`config.mk`:
```
export PLATFORM = sky130hd
export DESIGN_NAME = useq_ctrl
export DESIGN_NICKNAME = d
export VERILOG_FILES = /design/src/rtl/useq_pkg.sv /design/src/rtl/useq_store.sv /design/src/rtl/useq_dispatch.sv /design/src/rtl/useq_cond.sv /design/src/rtl/useq_ctrl.sv
export SDC_FILE = /design/constraint.sdc
export NUM_CORES = 1
export LEC_CHECK = 0
export BUFFER_PORTS_ARGS = -buffer_cell sky130_fd_sc_hd__buf_2
export CAP_MARGIN = 20
export CORE_MARGIN = 10
export CORE_UTILIZATION = 35
export DETAILED_ROUTE_END_ITERATION = 16
export PLACE_DENSITY = 0.59
export SLEW_MARGIN = 20
export SYNTH_ARGS = -nofsm -noshare
export SYNTH_HDL_FRONTEND = slang
export SYNTH_SLANG_ARGS = --single-unit
```
`constraint.sdc`:
```
create_clock -name clk -period 2.25 [get_ports clk]
set_input_delay 0.3375 -clock clk [delete_from_list [all_inputs] [get_ports clk]]
set_output_delay 0.3375 -clock clk [all_outputs]
set_load 0.03 [all_outputs]
```
`src/rtl/useq_pkg.sv`:
```
package useq_pkg;
   // control word bit positions (datapath decodes these)
   localparam int B_PC_OUT   = 0;
   localparam int B_PC_IN    = 1;
   localparam int B_MAR_IN   = 2;
   localparam int B_MDR_OUT  = 3;
   localparam int B_IR_IN    = 4;
   localparam int B_IR_OUT   = 5;
   localparam int B_R1_OUT   = 6;
   localparam int B_R1_IN    = 7;
   localparam int B_Y_IN     = 8;
   localparam int B_Y_CLR    = 9;
   localparam int B_Z_IN     = 10;
   localparam int B_Z_OUT    = 11;
   localparam int B_ADD      = 12;
   localparam int B_CIN      = 13;
   localparam int B_READ     = 14;
   localparam int B_WAIT     = 15;
   localparam int B_END      = 16;
   localparam int CW_W       = 17;
   // sequencer-only bits kept in the store, never driven out
   localparam int B_MAP      = 17;
   localparam int B_TEST     = 18;
   localparam int UW_W       = 19;

   // microroutine entry points
   localparam int A_FETCH    = 0;
   localparam int A_ADD      = 3;
   localparam int A_BRANCH   = 7;
   localparam int A_NOP      = 10;
   localparam int A_LAST     = 10;

   // opcode values
   localparam int OP_ADD     = 1;
   localparam int OP_BR_LO   = 2;

   function automatic logic [UW_W-1:0] ucode(input int a);
      logic [UW_W-1:0] w;
      w = '0;
      case (a)
         0: begin
            w[B_PC_OUT] = 1'b1; w[B_MAR_IN] = 1'b1; w[B_READ] = 1'b1;
            w[B_Y_CLR]  = 1'b1; w[B_CIN]    = 1'b1; w[B_ADD]  = 1'b1;
            w[B_Z_IN]   = 1'b1;
         end
         1: begin
            w[B_Z_OUT] = 1'b1; w[B_PC_IN] = 1'b1; w[B_WAIT] = 1'b1;
         end
         2: begin
            w[B_MDR_OUT] = 1'b1; w[B_IR_IN] = 1'b1; w[B_MAP] = 1'b1;
         end
         3: begin
            w[B_IR_OUT] = 1'b1; w[B_MAR_IN] = 1'b1; w[B_READ] = 1'b1;
         end
         4: begin
            w[B_R1_OUT] = 1'b1; w[B_Y_IN] = 1'b1; w[B_WAIT] = 1'b1;
         end
         5: begin
            w[B_MDR_OUT] = 1'b1; w[B_ADD] = 1'b1; w[B_Z_IN] = 1'b1;
         end
         6: begin
            w[B_Z_OUT] = 1'b1; w[B_R1_IN] = 1'b1; w[B_END] = 1'b1;
         end
         7: begin
            w[B_PC_OUT] = 1'b1; w[B_Y_IN] = 1'b1; w[B_TEST] = 1'b1;
         end
         8: begin
            w[B_IR_OUT] = 1'b1; w[B_ADD] = 1'b1; w[B_Z_IN] = 1'b1;
         end
         9: begin
            w[B_Z_OUT] = 1'b1; w[B_PC_IN] = 1'b1; w[B_END] = 1'b1;
         end
         10: w[B_END] = 1'b1;
         default: w[B_END] = 1'b1;
      endcase
      return w;
   endfunction
endpackage

```
`src/rtl/useq_store.sv`:
```
module useq_store
   import useq_pkg::*;
#(
   parameter int AW = 5
) (
   input  logic [AW-1:0]   addr,
   output logic [UW_W-1:0] word
);
   localparam int DEPTH = 1 << AW;

   generate
      if (DEPTH <= A_LAST) begin : g_bad_depth
         $error("useq_store: AW too small for the microprogram");
      end
   endgenerate

   logic [UW_W-1:0] rom [DEPTH];

   generate
      for (genvar i = 0; i < DEPTH; i++) begin : g_word
         assign rom[i] = ucode(i);
      end
   endgenerate

   assign word = rom[addr];
endmodule

```
`src/rtl/useq_dispatch.sv`:
```
module useq_dispatch
   import useq_pkg::*;
#(
   parameter int OPC_W  = 4,
   parameter int FLAG_W = 2,
   parameter int AW     = 5
) (
   input  logic [OPC_W-1:0] opcode,
   output logic [AW-1:0]    start,
   output logic [$clog2(FLAG_W+1)-1:0] sel
);
   localparam int SEL_W = $clog2(FLAG_W + 1);
   localparam int BR_HI = OP_BR_LO + FLAG_W;

   generate
      if (BR_HI >= (1 << OPC_W)) begin : g_bad_opc
         $error("useq_dispatch: opcode field too narrow for branch set");
      end
   endgenerate

   int unsigned op_i;

   always_comb begin
      op_i  = int'(opcode);
      start = AW'(A_NOP);
      sel   = '0;
      if (op_i == OP_ADD) begin
         start = AW'(A_ADD);
      end else if (op_i >= OP_BR_LO && op_i <= BR_HI) begin
         start = AW'(A_BRANCH);
         sel   = SEL_W'(op_i - OP_BR_LO);
      end
   end
endmodule

```
`src/rtl/useq_cond.sv`:
```
module useq_cond #(
   parameter int FLAG_W = 2
) (
   input  logic [$clog2(FLAG_W+1)-1:0] sel,
   input  logic [FLAG_W-1:0]           flags,
   output logic                        ok
);
   localparam int NCAND = FLAG_W + 1;

   logic [NCAND-1:0] cand;

   assign cand[0] = 1'b1;
   generate
      for (genvar k = 1; k < NCAND; k++) begin : g_cand
         assign cand[k] = flags[k-1];
      end
   endgenerate

   always_comb begin
      ok = 1'b0;
      for (int k = 0; k < NCAND; k++) begin
         if (int'(sel) == k) ok = cand[k];
      end
   end
endmodule

```
`src/rtl/useq_ctrl.sv`:
```
module useq_ctrl
   import useq_pkg::*;
#(
   parameter int OPC_W  = 4,
   parameter int FLAG_W = 2,
   parameter int AW     = 5
) (
   input  logic              clk,
   input  logic              rst_n,
   input  logic [OPC_W-1:0]  opcode,
   input  logic [FLAG_W-1:0] flags,
   input  logic              mfc,
   output logic [CW_W-1:0]   cw
);
   localparam int SEL_W = $clog2(FLAG_W + 1);

   generate
      if (FLAG_W < 1) begin : g_bad_flags
         $error("useq_ctrl: need at least one flag");
      end
   endgenerate

   logic [AW-1:0]    upc_q;
   logic             map_q;
   logic [AW-1:0]    start;
   logic [SEL_W-1:0] sel;
   logic             cond_ok;
   logic [AW-1:0]    addr;
   logic [UW_W-1:0]  word;
   logic             stall;
   logic             test_fail;
   logic             finish;

   useq_dispatch #(.OPC_W(OPC_W), .FLAG_W(FLAG_W), .AW(AW)) u_disp (
      .opcode (opcode),
      .start  (start),
      .sel    (sel)
   );

   useq_cond #(.FLAG_W(FLAG_W)) u_cond (
      .sel   (sel),
      .flags (flags),
      .ok    (cond_ok)
   );

   assign addr = map_q ? start : upc_q;

   useq_store #(.AW(AW)) u_store (
      .addr (addr),
      .word (word)
   );

   assign stall     = word[B_WAIT] & ~mfc;
   assign test_fail = word[B_TEST] & ~cond_ok;
   assign finish    = word[B_END] | test_fail;

   always_ff @(posedge clk or negedge rst_n) begin
      if (!rst_n) begin
         upc_q <= AW'(A_FETCH);
         map_q <= 1'b0;
      end else if (stall) begin
         upc_q <= addr;
         map_q <= 1'b0;
      end else if (finish) begin
         upc_q <= AW'(A_FETCH);
         map_q <= 1'b0;
      end else if (word[B_MAP]) begin
         upc_q <= addr;
         map_q <= 1'b1;
      end else begin
         upc_q <= addr + AW'(1);
         map_q <= 1'b0;
      end
   end

   always_comb begin
      cw        = word[CW_W-1:0];
      cw[B_END] = finish;
   end
endmodule

```
## Yosys cells after proc, flatten, opt, wreduce, memory -nomap -nowiden

Memory sizes are Yosys's and may differ from the RTL's.
Cells that the tools add are included.

| storage, ports and cells | value |
|---|---|
| register bits | 6 |
| memory bits (read-only) | 608 |
| input bits | 9 |
| logic and storage cells | 35 |
| memories kept | 1 |

| operators by class | value |
|---|---|
| add/sub/neg operators | 2 |
| $lt $le $gt $ge | 3 |
| equal/unequal tests | 3 |
| muxes and demuxes | 16 |
| bitwise gates (word level) | 6 |
| reductions and logical operators | 2 |

Memories:

| name | depth | width | rd ports | clocked after memory_dff | write ports | line | text |
|---|---|---|---|---|---|---|---|
| (name not given) | 32 | 19 | 1 | 0 | 0 | useq_store.sv:25 | `assign word = rom[addr];` |

Operator list:

| operator | number |
|---|---|
| $mux W19 | 2 |
| $mux W5 | 5 |
| $ge A6 B6 Y1 const B | 1 |
| $mux W1 | 6 |
| $not A5 Y6 | 1 |
| $add A5 B1 Y5 const B | 1 |
| $eq A2 B2 Y1 const B | 2 |
| $eq A4 B1 Y1 const B | 1 |
| $ge A4 B2 Y1 const B | 1 |
| $le A4 B3 Y1 const B | 1 |
| $mux W2 | 2 |
| $mux W4 | 1 |
| $and A1 B1 Y1 | 2 |
| $logic_not A2 Y1 | 1 |
| $not A1 Y1 | 2 |
| $sub A2 B2 Y2 const B | 1 |
| $logic_and A1 B1 Y1 | 1 |
| $or A1 B1 Y1 | 1 |

## Depth between registers and ports, before layout

| logic depth | value |
|---|---|
| depth in word-level cells | 13 |
| gate-level depth with buffers | 10 |
| gate-level depth less buffers | 10 |

## Hierarchy

Synthesis repeated with hierarchy kept, for this count alone.

| second synthesis, totals | value |
|---|---|
| cells, all modules | 95 |
| area total of the unflattened synthesis | 772.0 µm² |

Modules (own cells, without submodules):

| module | times used | cells each | area an instance (µm²) | sequential area each (µm²) |
|---|---|---|---|---|
| useq_ctrl | 1 | 39 | 379.1 | 150.1 |
| useq_store | 1 | 40 | 285.3 | 0.0 |
| useq_dispatch | 1 | 13 | 83.8 | 0.0 |
| useq_cond | 1 | 3 | 23.8 | 0.0 |

## Worst setup path after synthesis

Ideal clock, no wire load.

| timing | value |
|---|---|
| path kind | in2out |
| start | input opcode[1] |
| end | output cw[11] |
| arrival time | 2452 ps |
| setup slack | -539 ps |
| stages on the path | 7 |
| path through | or3b_4 -> a21oi_4 -> a21oi_1 -> inv_1 -> ha_1 -> nor3b_1 -> or2_2 |

| on the way | value |
|---|---|
| longest elaborated chain between the ends | 9 |

RTL lines:

| item | line | text |
|---|---|---|
| from (decl) | useq_ctrl.sv:10 | `input logic [OPC_W-1:0] opcode,` |
| $ge A4 B2 Y1 or $le A4 B3 Y1 (tied branches) | useq_dispatch.sv:29 | `end else if (op_i >= OP_BR_LO && op_i <= BR_HI) begin` |
| $logic_and A1 B1 Y1 | useq_dispatch.sv:29 |  |
| $mux W4 | useq_dispatch.sv:29 |  |
| $mux W5 * | useq_dispatch.sv:27 | `if (op_i == OP_ADD) begin` |
| $mux W5 * | useq_ctrl.sv:46 | `assign addr = map_q ? start : upc_q;` |
| $not A5 Y6 (not written as such) * | useq_store.sv:25 |  |
| $mem_v2 Z32 W19 * | n/a |  |
| $mux W19 (not written as such) * (2 in a row) | useq_store.sv:25 |  |
| to (decl) | useq_ctrl.sv:13 | `output logic [CW_W-1:0] cw` |

Every way passes the cells marked *; elsewhere a longest branch is shown, timed or not. The select of a mux whose other input is x is not followed.

## Worst setup path in the final report

| timing | value |
|---|---|
| start | input opcode[0] |
| end | output cw[16] |

| on the way | value |
|---|---|
| longest elaborated chain between the ends | 11 |

RTL lines:

| item | line | text |
|---|---|---|
| $ge A4 B2 Y1 or $le A4 B3 Y1 (tied branches) | useq_dispatch.sv:29 |  |
| $logic_and A1 B1 Y1 | useq_dispatch.sv:29 |  |
| $mux W4 or $mux W2 (tied branches) | useq_dispatch.sv:29 |  |
| $mux W5 or $mux W2 (tied branches) | useq_dispatch.sv:27 |  |
| $mux W5 or $logic_not A2 Y1 (tied branches) | useq_ctrl.sv:46, useq_cond.sv:22 |  |
| $not A5 Y6 (not written as such) or $mux W1 (tied branches) | useq_store.sv:25, useq_cond.sv:22 |  |
| $mem_v2 Z32 W19 or $mux W1 (tied branches) | n/a |  |
| $mux W19 (not written as such) or $mux W1 (tied branches) | useq_store.sv:25, useq_cond.sv:22 |  |
| $mux W19 (not written as such) or $not A1 Y1 (tied branches) | useq_store.sv:25, useq_ctrl.sv:54 |  |
| $and A1 B1 Y1 | useq_ctrl.sv:54 | `assign test_fail = word[B_TEST] & ~cond_ok;` |
| $or A1 B1 Y1 * | useq_ctrl.sv:55 | `assign finish = word[B_END] \| test_fail;` |

Marked as above.

==> flow_summary.ini <==
[worst_setup_path]
class_of_the_most_critical_setup_path = input port to output pin
worstPathArrival_ns = 2.01
highest_net_fanout_along_the_worst_path = 4
timing.critical_path.from_type = input port
timing.critical_path.slowest_stage_cell = sky130_fd_sc_hd__or3b_4
max_stage_delay_ns = 0.41
required_time_of_the_critical_path_ns = 1.91
end_kind = output pin
crit_path_cell_trace = buf_6, or3b_4, a21oi_4, a21oi_4, inv_2, ha_4, ha_4, nand3b_1, a21o_1, nand2_2, buf_6

[route]
num_vias = 769
drt_first_pass_iters = 3
drtAntennaViolNets = 0
wl_per_cell_microns = 15.9
wl_mm = 2.55
remaining_drc_errors = 0
detail_route.iter0.violations = 16
via_to_cell_ratio = 4.81

[finish]
drive_gt1_frac = 0.722
antenna_cells = 0
area_growth_syn_to_layout_pct = 79.1
num-nets-final = 150

[power]
comb_power_share = 0.835
vdd_ir_drop_max_v = 0.000713
power.share.sequential = 0.103
static_leakage_nw = 0.615
total_switching_power_w = 0.000754
clkPwrFrac = 0.063
power_density_nw_per_um2 = 1180
switching_power_share_of_the_total = 0.498
p_int_w = 0.000761

[logic_synthesis]
syn_area_per_cell_sq_um = 9.11
synthesis.yosys.warnings = 0
yosys.cell_types.count = 39
synth-seq-cells = 6
synth_top_area_frac = 0.209
syn_nets = 94
post_synth_edffs = 0
postSynth.asyncResetShare = 1.00
synthesis.instances = 79
post-synth-top-area-cell = sky130_fd_sc_hd__dfrtp_1
synth_common_cells = sky130_fd_sc_hd__dfrtp_1 (6), sky130_fd_sc_hd__ha_1 (6), sky130_fd_sc_hd__and3_1 (5), sky130_fd_sc_hd__inv_1 (5)
total_standard_cell_area_after_synthesis_sq_um = 719
sequential_element_share_of_the_synthesized_area = 0.209
ys.flop_type = sky130_fd_sc_hd__dfrtp_1
synth_area_leaders = sky130_fd_sc_hd__dfrtp_1 (21%), sky130_fd_sc_hd__ha_1 (10%), sky130_fd_sc_hd__a21oi_4 (4.5%)

[clocking]
cts.clk_slew.worst_paths_ns = 0.04
number_of_h_tree_levels = 1
tritoncts_buffers = 3
max-clock-path-buffers = 2
cts_num_sinks = 6
clkLatencyLatePin_ns = 0.24
clock_tree_from_tritoncts = done
cts_root_buffer = sky130_fd_sc_hd__clkbuf_4

[global_routing]
grt_first_pass_wirelength_mm = 3.93
grt_remaining_overflow = 0
globalRouteTotalUtil = 0.112
antenna_violations_before_repair = 0
vias_in_the_first_global_route = 871
pin_count_of_the_biggest_net_entering_global_routing = 7

[run_status]
failed_checks = setup timing
run_status = complete, but fails checks

[die]
std_cell_rows = 16
die_width_microns = 65.3
die_y_microns = 65.3
design.die.area_sq_um = 4270
core_area_sq_um = 1960
io-pin-count = 26
initial_utilization = 0.367

[sta]
setup_violations = 3
rsz0062_at_grt = yes
worst_clock_skew_ns = 0.00137
final.min_clock_period_ns = 2.35
final_min_period_over_clock_period = 1.04
finalHoldWorstSlack_ns = 0.443
max_freq_ghz = 0.426
final.setup.worst_slack_ns = -0.0962
timing_hold_violations_final = 0
final_max_slew_viol_count = 0

[place]
place.gp.congestion = 0.797
place_hpwl_mm = 1.79
dp_slack_ns = -0.159
buffer_ports.inserted = 25

[worst_hold_path]
hold_path_class = input port to async pin

[flow_run]
drv.max_cap_violation_count = 0
-- layout make-up --
type                       count  area (sq um)
fill                         173           673
multi-input combinational     62           623
timing repair buffer          55           429
sequential                     6           151
tap                           27          33.8
inverter                       7          28.8
clock buffer                   3          22.5
-- logic make-up after synthesis --
logic type                 after synthesis  synth area share
AOI/OAI and AO/OA                       20             0.254
xor gates and xnor gates                 1            0.0122
adders and majority gates                6             0.104
buffers and inverters                   11            0.0817
DFF                                      6             0.209
other                                    1           0.00521
and+or+nand+nor                         34             0.334
-- path summary, 6_finish.rpt --
path	from	slack, ns	end	cells after the start
max in group asynchronous	rst_n	1.66	map_q	2
hold reg to reg	upc_q[1]	0.67	upc_q[1]	3
setup / recovery	opcode[0]	-0.1	cw[16]	11
min in group clk	mfc	0.45	upc_q[2]	3
setup reg to reg	map_q	0.17	upc_q[0]	11
hold / removal	rst_n	0.44	upc_q[4]	2
-- worst max-delay path: cells and delay by family --
kind / cells / cell delay, ns
adder cells (fa/ha/maj): 2 / 0.26
buffers and inverters: 3 / 0.32
AND/OR/NAND/NOR: 3 / 0.62
AO/OA/AOI/OAI: 3 / 0.47
-- registers in the layout, indices dropped and copies added, names as in the netlist --
| name | cells |
|---|---|
| map_q | 1 |
| upc_q | 5 |
-- cells in the final DEF, fill, tap and decap left out, types with 2 or more instances in the layout --
| cell | instances |
|---|---|
| sky130_fd_sc_hd__buf_4 | 31 |
| sky130_fd_sc_hd__buf_2 | 13 |
| sky130_fd_sc_hd__buf_6 | 9 |
| sky130_fd_sc_hd__dfrtp_1 | 5 |
| sky130_fd_sc_hd__inv_1 | 4 |
| sky130_fd_sc_hd__a21oi_4 | 3 |
| sky130_fd_sc_hd__nor2_2 | 3 |
| sky130_fd_sc_hd__nor2_1 | 3 |
| sky130_fd_sc_hd__nand3_2 | 3 |
| sky130_fd_sc_hd__a21oi_2 | 3 |
| sky130_fd_sc_hd__nand2_1 | 3 |
| sky130_fd_sc_hd__and3_1 | 3 |
| sky130_fd_sc_hd__ha_4 | 3 |
| sky130_fd_sc_hd__clkbuf_4 | 3 |
| sky130_fd_sc_hd__inv_2 | 2 |
| sky130_fd_sc_hd__o32ai_1 | 2 |
| sky130_fd_sc_hd__nand3b_1 | 2 |
| sky130_fd_sc_hd__nand2_2 | 2 |
| sky130_fd_sc_hd__or2_4 | 2 |
| sky130_fd_sc_hd__a21oi_1 | 2 |
| sky130_fd_sc_hd__ha_1 | 2 |
-- metal layers --
layer  track usage  vias up  wire (microns)
met5             0        -               0
met4        0.0374        0               0
met3        0.0322        0             108
met2         0.212       14            1450
met1         0.114      375             991
li1              -      380               -
-- power groups by stage --
stage,clock network [W],logic [W],registers [W]
4_1_cts,0.0000985,0.00116,0.000153
6_report,0.0000950,0.00126,0.000155
3_5_place_dp,0,0.00105,0.000154
3_3_place_gp,0,0.00104,0.000153
2_1_floorplan,0,0.000744,0.000149
5_1_grt,0.000111,0.00134,0.000159
-- through the flow --
stage	setup TNS [ns]	total power, W	area [sq um]	cells	util
after floorplan	-0.0465	0.000893	763	79	-
after global placement	-0.477	0.00119	1050	148	0.538
after detailed placement	-0.668	0.00121	1050	148	0.538
after CTS	-0.00601	0.00142	1220	158	0.621
after global routing	-0.421	0.00161	1290	160	0.657
final	-0.104	0.00152	1290	160	0.657
-- repair_timing --
action	CTS	global route
cloned	0	0
gates resized for setup	22	21
endpoints found under the setup margin	8	14
pin swaps	7	5
buffers inserted	6	2
endpoints found under the hold margin	6	0
hold buffers	1	0
Note: power is estimated with default switching activity, not from simulation.
